===== config.mk =====
export PLATFORM = sky130hd
export DESIGN_NAME = sdram_init_refresh_seq
export DESIGN_NICKNAME = d
export VERILOG_FILES = /design/src/rtl/sdram_seq_pkg.sv /design/src/rtl/sdram_seq_timer.sv /design/src/rtl/sdram_ref_sched.sv /design/src/rtl/sdram_cmd_reg.sv /design/src/rtl/sdram_init_refresh_seq.sv
export SDC_FILE = /design/constraint.sdc
export NUM_CORES = 1
export LEC_CHECK = 0
export ABC_CLOCK_PERIOD_IN_PS = 3530
export BUFFER_PORTS_ARGS = -buffer_cell sky130_fd_sc_hd__buf_2
export CORE_ASPECT_RATIO = 1.5
export CORE_UTILIZATION = 59
export DETAILED_ROUTE_END_ITERATION = 16
export PLACE_DENSITY = 0.79
export SLEW_MARGIN = 25
export SYNTH_ARGS = -nofsm -noshare
export SYNTH_HDL_FRONTEND = slang
export SYNTH_HIERARCHICAL = 1
export SYNTH_SLANG_ARGS = --single-unit

===== constraint.sdc =====
create_clock -name clk_i -period 3.53 [get_ports clk_i]
set_clock_uncertainty 0.2 [all_clocks]
set_input_delay 0.706 -clock clk_i [delete_from_list [all_inputs] [get_ports clk_i]]
set_output_delay 0.706 -clock clk_i [all_outputs]
set_load 0.03 [all_outputs]

===== src/rtl/sdram_seq_pkg.sv =====
package sdram_seq_pkg;

  // {cs_n, ras_n, cas_n, we_n}
  typedef enum logic [3:0] {
    CMD_LOAD_MODE = 4'b0000,
    CMD_REFRESH   = 4'b0001,
    CMD_PRECHARGE = 4'b0010,
    CMD_NOP       = 4'b0111,
    CMD_INHIBIT   = 4'b1111
  } cmd_e;

  typedef enum logic [3:0] {
    ST_POWERUP,
    ST_PRECHG,
    ST_INIT_REF1,
    ST_INIT_REF2,
    ST_LOAD_MODE,
    ST_IDLE,
    ST_REFRESH,
    ST_SELF_REF,
    ST_SR_EXIT
  } seq_state_e;

  function automatic int unsigned max2(int unsigned a, int unsigned b);
    return (a > b) ? a : b;
  endfunction

endpackage


===== src/rtl/sdram_seq_timer.sv =====
module sdram_seq_timer #(
  parameter int unsigned W       = 8,
  parameter logic [W-1:0] RST_VAL = '0
) (
  input  logic         clk_i,
  input  logic         rst_ni,
  input  logic         load_i,
  input  logic [W-1:0] load_val_i,
  output logic         zero_o
);

  logic [W-1:0] cnt_q;

  always_ff @(posedge clk_i or negedge rst_ni) begin
    if (!rst_ni)              cnt_q <= RST_VAL;
    else if (load_i)          cnt_q <= load_val_i;
    else if (cnt_q != '0)     cnt_q <= cnt_q - W'(1);
  end

  assign zero_o = (cnt_q == '0);

endmodule


===== src/rtl/sdram_ref_sched.sv =====
module sdram_ref_sched #(
  parameter int unsigned REFI_CYC = 780,
  parameter int unsigned MAX_OWED = 4
) (
  input  logic clk_i,
  input  logic rst_ni,
  input  logic run_i,
  input  logic issue_i,
  output logic due_o
);

  localparam int unsigned TW = $clog2(REFI_CYC + 1);
  localparam int unsigned OW = $clog2(MAX_OWED + 1);
  localparam logic [TW-1:0] RELOAD   = TW'(REFI_CYC - 1);
  localparam logic [OW-1:0] OWED_TOP = OW'(MAX_OWED);

  logic [TW-1:0] tmr_q;
  logic [OW-1:0] owed_q;

  // reload on issue or expiry; an expiry on the issue edge is absorbed
  always_ff @(posedge clk_i or negedge rst_ni) begin
    if (!rst_ni) begin
      tmr_q  <= RELOAD;
      owed_q <= '0;
    end else if (!run_i) begin
      tmr_q  <= RELOAD;
      owed_q <= '0;
    end else if (issue_i) begin
      tmr_q  <= RELOAD;
      owed_q <= owed_q - OW'(1);
    end else if (tmr_q == '0) begin
      tmr_q <= RELOAD;
      if (owed_q != OWED_TOP) owed_q <= owed_q + OW'(1);
    end else begin
      tmr_q <= tmr_q - TW'(1);
    end
  end

  assign due_o = (owed_q != '0);

endmodule


===== src/rtl/sdram_cmd_reg.sv =====
module sdram_cmd_reg
  import sdram_seq_pkg::*;
#(
  parameter int unsigned ADDR_W = 11,
  parameter int unsigned BA_W   = 1
) (
  input  logic              clk_i,
  input  logic              rst_ni,
  input  cmd_e              cmd_i,
  input  logic              cke_i,
  input  logic [ADDR_W-1:0] addr_i,
  input  logic [BA_W-1:0]   ba_i,
  output logic              cke_o,
  output logic              cs_n_o,
  output logic              ras_n_o,
  output logic              cas_n_o,
  output logic              we_n_o,
  output logic [ADDR_W-1:0] addr_o,
  output logic [BA_W-1:0]   ba_o
);

  always_ff @(posedge clk_i or negedge rst_ni) begin
    if (!rst_ni) begin
      {cs_n_o, ras_n_o, cas_n_o, we_n_o} <= CMD_INHIBIT;
      cke_o  <= 1'b0;
      addr_o <= '0;
      ba_o   <= '0;
    end else begin
      {cs_n_o, ras_n_o, cas_n_o, we_n_o} <= cmd_i;
      cke_o  <= cke_i;
      addr_o <= addr_i;
      ba_o   <= ba_i;
    end
  end

endmodule


===== src/rtl/sdram_init_refresh_seq.sv =====
module sdram_init_refresh_seq
  import sdram_seq_pkg::*;
#(
  parameter int unsigned ADDR_W      = 11,
  parameter int unsigned BA_W        = 1,
  parameter int unsigned AP_BIT      = 10,
  parameter int unsigned POWERUP_CYC = 5000,
  parameter int unsigned T_RP        = 3,
  parameter int unsigned T_RC        = 5,
  parameter int unsigned T_MRD       = 2,
  parameter int unsigned T_RAS       = 4,
  parameter int unsigned T_XSR       = 6,
  parameter int unsigned REFI_CYC    = 780,
  parameter int unsigned MAX_OWED    = 4,
  parameter logic [BA_W+ADDR_W-1:0] MODE_OP = 12'h022
) (
  input  logic              clk_i,
  input  logic              rst_ni,
  input  logic              grant_i,
  input  logic              self_ref_req_i,
  output logic              refresh_req_o,
  output logic              busy_o,
  output logic              ready_o,
  output logic              in_self_ref_o,
  output logic              cke_o,
  output logic              cs_n_o,
  output logic              ras_n_o,
  output logic              cas_n_o,
  output logic              we_n_o,
  output logic [BA_W-1:0]   ba_o,
  output logic [ADDR_W-1:0] addr_o
);

  localparam int unsigned MAX_WAIT =
    max2(max2(max2(POWERUP_CYC, T_RP), max2(T_RC, T_MRD)), max2(T_RAS, T_XSR));
  localparam int unsigned WAIT_W = $clog2(MAX_WAIT + 1);

  seq_state_e        st_q, st_d;
  logic              tmr_zero, tmr_ld;
  logic [WAIT_W-1:0] tmr_val;
  logic              ref_due, ref_issue, sched_run;
  cmd_e              cmd_d;
  logic              cke_d;
  logic [ADDR_W-1:0] addr_d;
  logic [BA_W-1:0]   ba_d;

  sdram_seq_timer #(
    .W       (WAIT_W),
    .RST_VAL (WAIT_W'(POWERUP_CYC - 1))
  ) u_wait (
    .clk_i      (clk_i),
    .rst_ni     (rst_ni),
    .load_i     (tmr_ld),
    .load_val_i (tmr_val),
    .zero_o     (tmr_zero)
  );

  assign sched_run = (st_q == ST_IDLE) || (st_q == ST_REFRESH);

  sdram_ref_sched #(
    .REFI_CYC (REFI_CYC),
    .MAX_OWED (MAX_OWED)
  ) u_sched (
    .clk_i   (clk_i),
    .rst_ni  (rst_ni),
    .run_i   (sched_run),
    .issue_i (ref_issue),
    .due_o   (ref_due)
  );

  always_comb begin
    st_d      = st_q;
    tmr_ld    = 1'b0;
    tmr_val   = '0;
    ref_issue = 1'b0;
    cmd_d     = CMD_NOP;
    addr_d    = '0;
    ba_d      = '0;
    unique case (st_q)
      ST_POWERUP: begin
        cmd_d = CMD_INHIBIT;
        if (tmr_zero) begin
          st_d           = ST_PRECHG;
          cmd_d          = CMD_PRECHARGE;                  // all banks
          addr_d[AP_BIT] = 1'b1;
          tmr_ld         = 1'b1;
          tmr_val        = WAIT_W'(T_RP - 1);
        end
      end
      ST_PRECHG: if (tmr_zero) begin
        st_d    = ST_INIT_REF1;
        cmd_d   = CMD_REFRESH;
        tmr_ld  = 1'b1;
        tmr_val = WAIT_W'(T_RC - 1);
      end
      ST_INIT_REF1: if (tmr_zero) begin
        st_d    = ST_INIT_REF2;
        cmd_d   = CMD_REFRESH;
        tmr_ld  = 1'b1;
        tmr_val = WAIT_W'(T_RC - 1);
      end
      ST_INIT_REF2: if (tmr_zero) begin
        st_d           = ST_LOAD_MODE;
        cmd_d          = CMD_LOAD_MODE;
        {ba_d, addr_d} = MODE_OP;
        tmr_ld         = 1'b1;
        tmr_val        = WAIT_W'(T_MRD - 1);
      end
      ST_LOAD_MODE: if (tmr_zero) st_d = ST_IDLE;
      ST_IDLE: begin
        if (self_ref_req_i) begin                          // wins over refresh
          st_d    = ST_SELF_REF;
          cmd_d   = CMD_REFRESH;
          tmr_ld  = 1'b1;
          tmr_val = WAIT_W'(T_RAS - 1);
        end else if (ref_due && grant_i) begin
          ref_issue = 1'b1;
          st_d      = ST_REFRESH;
          cmd_d     = CMD_REFRESH;
          tmr_ld    = 1'b1;
          tmr_val   = WAIT_W'(T_RC - 1);
        end
      end
      ST_REFRESH: if (tmr_zero) st_d = ST_IDLE;
      ST_SELF_REF: if (tmr_zero && !self_ref_req_i) begin  // hold, R10 exit
        st_d    = ST_SR_EXIT;
        tmr_ld  = 1'b1;
        tmr_val = WAIT_W'(T_XSR - 1);
      end
      ST_SR_EXIT: if (tmr_zero) st_d = ST_IDLE;
      default: st_d = ST_POWERUP;
    endcase
    cke_d = !((st_d == ST_POWERUP) || (st_d == ST_SELF_REF));
  end

  always_ff @(posedge clk_i or negedge rst_ni) begin
    if (!rst_ni) st_q <= ST_POWERUP;
    else         st_q <= st_d;
  end

  sdram_cmd_reg #(
    .ADDR_W (ADDR_W),
    .BA_W   (BA_W)
  ) u_cmd (
    .clk_i   (clk_i),
    .rst_ni  (rst_ni),
    .cmd_i   (cmd_d),
    .cke_i   (cke_d),
    .addr_i  (addr_d),
    .ba_i    (ba_d),
    .cke_o   (cke_o),
    .cs_n_o  (cs_n_o),
    .ras_n_o (ras_n_o),
    .cas_n_o (cas_n_o),
    .we_n_o  (we_n_o),
    .addr_o  (addr_o),
    .ba_o    (ba_o)
  );

  assign refresh_req_o = ref_due;
  assign ready_o       = st_q inside {ST_IDLE, ST_REFRESH, ST_SELF_REF, ST_SR_EXIT};
  assign busy_o        = st_q inside {ST_REFRESH, ST_SELF_REF, ST_SR_EXIT};
  assign in_self_ref_o = (st_q == ST_SELF_REF);

endmodule


== After elaboration in Yosys (flattened, before gate mapping) ==
Index checks and enable logic that the tools add are counted.
Cells by class
  add/subtract/negate cells: 4
  $mul: 0
  divide/modulo/power cells: 0
  order comparisons: 0
  equal/unequal tests: 12
  shift operators: 0
  mux-type cells: 41
  bitwise logic cells: 0
  reductions and logical operators: 19
Operators with widths (count)
  $mux W3: 12
  $mux W4: 9
  $mux W10: 3
  $pmux W4 S7: 1
  $mux W13: 2
  $eq A4 B3 Y1 const B: 5
  $pmux W4 S4: 1
  $pmux W3 S5: 1
  $logic_not A13 Y1: 1
  $reduce_bool A13 Y1: 1
  $sub A13 B1 Y13 const B: 1
  $mux W6: 2
  $logic_not A10 Y1: 1
  $sub A10 B1 Y10 const B: 1
  $ne A3 B3 Y1 const B: 3
  $eq A4 B2 Y1 const B: 2
  $logic_not A4 Y1: 2
  $mux W1: 7
  $reduce_bool A3 Y1: 2
  $eq A4 B1 Y1 const B: 1
  $eq A4 B4 Y1 const B: 1
  $reduce_bool A4 Y1: 1
  $reduce_or A4 Y1: 1
  $add A3 B1 Y3 const B: 1
  other kinds (11): 14
Storage, ports and cells
  flip-flop bits (word level): 46
  bits in latches: 0
  RAM bits: 0
  memory bits (read-only): 0
  bits of input ports: 4
  output and inout port bits: 21
  word-level logic and storage cells: 86
  memories: 0

== Logic depth before layout (Yosys ltp) ==
  depth in word-level cells: 8
  depth in mapped cells: 12

== By module ==
Netlist, hierarchy kept.
Modules (own cells, without submodules)
  sdram_seq_timer: instances 1, cells an instance 82, area each 775.7 µm²
  sdram_ref_sched: instances 1, cells an instance 70, area each 721.9 µm²
  sdram_init_refresh_seq: instances 1, cells an instance 81, area each 536.8 µm²
  sdram_cmd_reg: instances 1, cells an instance 17, area each 430.4 µm²

== Least setup slack after synthesis ==
No wires, ideal clock.
  path kind: register to output
  from: register st_q[3]
  to: output port ready_o
  arrival: 1.840 ns
  data required time: 2.624 ns
  slack: 0.784 ns
  cell stages (with the launch flop): 6
  path buffers: 1
  path through: dfrtp_1 > buf_6 > inv_1 > nand2_1 > o21ai_0 > or2b_1
On the way
  word-level cells in the longest chain between the ends: 2
  elaborated cells on any way between the ends: 5
  classes of those cells: eq/ne (4); reduce/logical (1)
Ends and longest elaborated chain
  start: declaration: RTL line sdram_init_refresh_seq.sv:38  | seq_state_e st_q, st_d;
  start signal: assignment: RTL line sdram_init_refresh_seq.sv:138  | else st_q <= st_d;
  $eq A4 B3 Y1 or $eq A4 B4 Y1 (tied branches): RTL line sdram_init_refresh_seq.sv:161  | assign ready_o = st_q inside {ST_IDLE, ST_REFRESH, ST_SELF_REF, ST_SR_EXIT};
  $reduce_bool A4 Y1 (*): RTL line sdram_init_refresh_seq.sv:161
  end: declaration: RTL line sdram_init_refresh_seq.sv:23  | output logic ready_o,
Mark *: on every way between the ends. The rest lies on a longest branch, timed or not.

== Final worst setup path ==
Ends and elaborated chain as after synthesis.

==> summary.md <==
| Metric | Value |
|---|---|
| Outcome | `finished, final reports clean` |
| Gr usage total | `24.1%` |
| Peak VDD IR | `0.506 mV` |
| Sequential share of the synthesized area | `48.5%` |
| Routed wire length | `roughly 4700 µm` |
| Clock root cell | `clkbuf_8` |
| Area grow syn2layout | `12.3%` |
| Setup Fix Bufs, Post-CTS | `0` |
| Starting DRC count in detailed routing | `56` |
| Total number of vias | `1887` |
| Ys flop type | `dfrtp_1` |
| Final cell count without fillers | `about 340` |
| Total core area | `3960 µm²` |
| Fin. max-slew vios | `0` |
| Pwr Total | `1.39 mW` |
| WP data required | `2.62 ns` |
| DRC | `0` |
| Rel. slew slack | `roughly 50%` |
| # IOs | `25` |
| Number of diodes | `0` |
| Cells after Synth | `250` |
| Cell Rows | `28` |
| Pleak | `between 1 and 1.5 nW` |
| Power Density | `~500 nW/µm²` |
| Placed insts | `330` |
| Crit path kind | `reg -> out` |
| Setup TNS | `0 ns` |
| Async S/R FF share, synth | `100%` |
| Unique masters post-synth | `57` |
| Final core occ | `around 70%` |
| Worst-path fanout max | `9` |
| H-tree lvl count | `2` |
| Cts hold-fix bufs | `0` |
| Largest net degree at the start of global routing | `48` |
| Max clock buf depth | `2` |
| Max-cap violations | `0` |
| Vias per cell | `between 5 and 6` |
| First-pass GRT wire length | `7770 µm` |
| I/O Buffers | `24` |
| Initial antenna violation count | `0` |
| Register clock-pin slew on the reported worst setup and hold paths | `0.09 ns` |
| Die H | `81.2 µm` |
| Num CTS Buffers | `5` |
| DR pass1 iterations | `4` |
| Yosys warns | `6` |
| CTS tree | `built` |
| Post-Syn Area | `2460 µm²` |
| Crit Reg-Reg Endpoint | `u_wait/cnt_q[10]` |
| Post-layout nets | `300` |
| RSZ-0062 raised after global routing | `false` |
| Max Fclk | `approximately 360 MHz` |
| Final Cycle Share | `78.1%` |
| Mean Syn Cell Area | `approximately 10 µm²` |
| Largest area contributor in the netlist | `dfrtp_1` |
| Worst skew pair latency | `a little over 0.3 ns` |
| Area contributors post-synth | `dfrtp_1, dfstp_2, nand2_1, nor2_1, xnor2_1` |
| Layout cells sized above 1 | `between 20% and 30%` |
| GP Congestion | `0.903` |
| Critical path startpoint category | `register` |
| Worst flop-to-flop path startpoint | `u_wait/cnt_q[6]` |
| Post-DP HPWL | `about 3300 µm` |
| Final hold violations | `0` |
| Grt total ovfl | `0` |
| Critical path endpoint category | `output pin` |
| Die Wd | `54.8 µm` |
| Post-synth EDFFs | `0` |
| Reg2reg path depth | `8` |
| Number of filler cells placed in the layout | `323` |
| Vias in the first global route | `around 1.8k` |
| Post-route antenna net violation count | `0` |
| Synth Register Bits | `47` |
| Final Setup Violations | `0` |
| WL per Instance | `around 14 µm` |
| Worst min path class | `in -> async` |
| Measured slew at the worst slew-check pin | `0.745 ns` |
| Fin crit period | `2.76 ns` |
| Die area | `4450 µm²` |
| Reg2Reg Setup Slack | `0.79 ns` |
| Top cell type's share of synthesized area | `31.5%` |
| CTS resizes | `0` |
| Initial Util | `62.3%` |
| Crit path DAT | `1.85 ns` |
| # clock sinks | `47` |
kinds of logic (layout without fill, tap and decap cells):
| group | count (synthesis) | after routing | synth area share (%) |
|---|---|---|---|
| AND/OR/NAND/NOR | 111 | 111 | 24.8 |
| AO/OA/AOI/OAI | 47 | 47 | 13.1 |
| flip-flops | 47 | 47 | 48.5 |
| buffers and inverters | 20 | 45 | 3.76 |
| XOR/XNOR | 18 | 18 | 6.40 |
| adder cells (fa/ha/maj) | 4 | 4 | 2.34 |
| multiplexers | 2 | 2 | 0.863 |
| other | 1 | 19 | 0.152 |
worst max-delay path: stages (launching register included):
cell and delay (ns):
dfrtp_1 0.51, inv_1 0.29, nand2_1 0.18, o21ai_0 0.26, or2b_1 0.13, buf_2 0.18
sequential cells by signal (all words and copies together) (netlist names), 3 cells and up:
register        cells
u_cmd/addr_o       11
st_q                4
u_wait/cnt_q       13
u_sched/owed_q      3
u_sched/tmr_q      10
metrics by stage:
step	area (µm²)	setup WS, ns	hold slack, ns
2_1_floorplan	2530	0.784	0.210
3_3_place_gp	2670	0.891	0.246
3_5_place_dp	2670	0.818	0.248
4_1_cts	2770	0.786	0.272
5_1_grt	2770	0.574	0.224
6_report	2770	0.775	0.184
placed cells by master, fill, tap and decap left out, types with 2 or more instances in the layout:
cell type / count
a31oi_1: 2
nand2b_1: 4
o21bai_1: 2
nor4_2: 3
or3_1: 3
buf_4: 3
ha_1: 3
buf_2: 23
nor3b_1: 5
nor2_1: 32
nor2_2: 2
dfrtp_1: 31
nor4b_4: 2
inv_1: 8
nor3_1: 4
nor4_1: 2
clkbuf_8: 5
o31ai_1: 2
or4_4: 2
nand2_1: 35
xor2_1: 5
inv_2: 3
inv_6: 2
o31ai_2: 2
conb_1: 19
o22ai_1: 2
nand3_1: 6
dfstp_2: 16
and3_1: 2
o21ai_1: 6
a21boi_0: 2
a21oi_1: 7
o21ai_0: 12
xnor2_1: 13
cell usage after synthesis (3+ instances only):
library cell  count
nor4_2            3
inv_2             3
nand2_1          35
inv_1             8
nand3_1           6
nor3b_1           5
xnor2_1          13
nor2_1           32
o21ai_1           6
nor3_1            4
ha_1              3
o21ai_0          12
xor2_1            5
dfstp_2          16
or3_1             3
dfrtp_1          31
a21oi_1           7
nand2b_1          4
cell type report:
| type | instances | area (µm²) | area share [%] |
|---|---|---|---|
| Sequential cell | 47 | 1200 | 43.2 |
| Tap cell | 45 | 56.3 | 2.03 |
| Timing Repair Buffer | 26 | 138 | 4.97 |
| Inverter | 11 | 41.3 | 1.49 |
| Clock inverter | 3 | 25.0 | 0.904 |
| Clock buffer | 5 | 68.8 | 2.49 |
| Multi-Input combinational cell | 201 | 1240 | 44.9 |
where the power goes:
part           switching [mW]  total (mW)  internal [mW]
Sequential              0.101       0.758          0.657
Combinational           0.159       0.291          0.132
Clock                   0.194       0.339          0.144
Total                   0.454        1.39          0.934
how the worst max path moves through the flow:
stage	end	cells past startpoint	start
5_1_grt	u_wait/cnt_q[10]	8	u_wait/cnt_q[6]
3_5_place_dp	u_wait/cnt_q[10]	8	u_wait/cnt_q[6]
2_1_floorplan	ready_o	5	st_q[3]
6_report	ready_o	5	st_q[3]
4_1_cts	u_wait/cnt_q[10]	8	u_wait/cnt_q[6]
3_3_place_gp	u_wait/cnt_q[6]	8	u_wait/cnt_q[6]
routing by layer:
| layer | up-vias | global-route usage [%] | wire [µm] |
|---|---|---|---|
| li1 | 940 | - | - |
| met1 | 907 | 28.7 | 1970 |
| met2 | 33 | 41.4 | 2450 |
| met3 | 7 | 3.93 | 131 |
| met4 | 0 | 9.49 | 98 |
| met5 | - | 0 | 0 |
No activity file was read; power rests on OpenSTA's default activity.
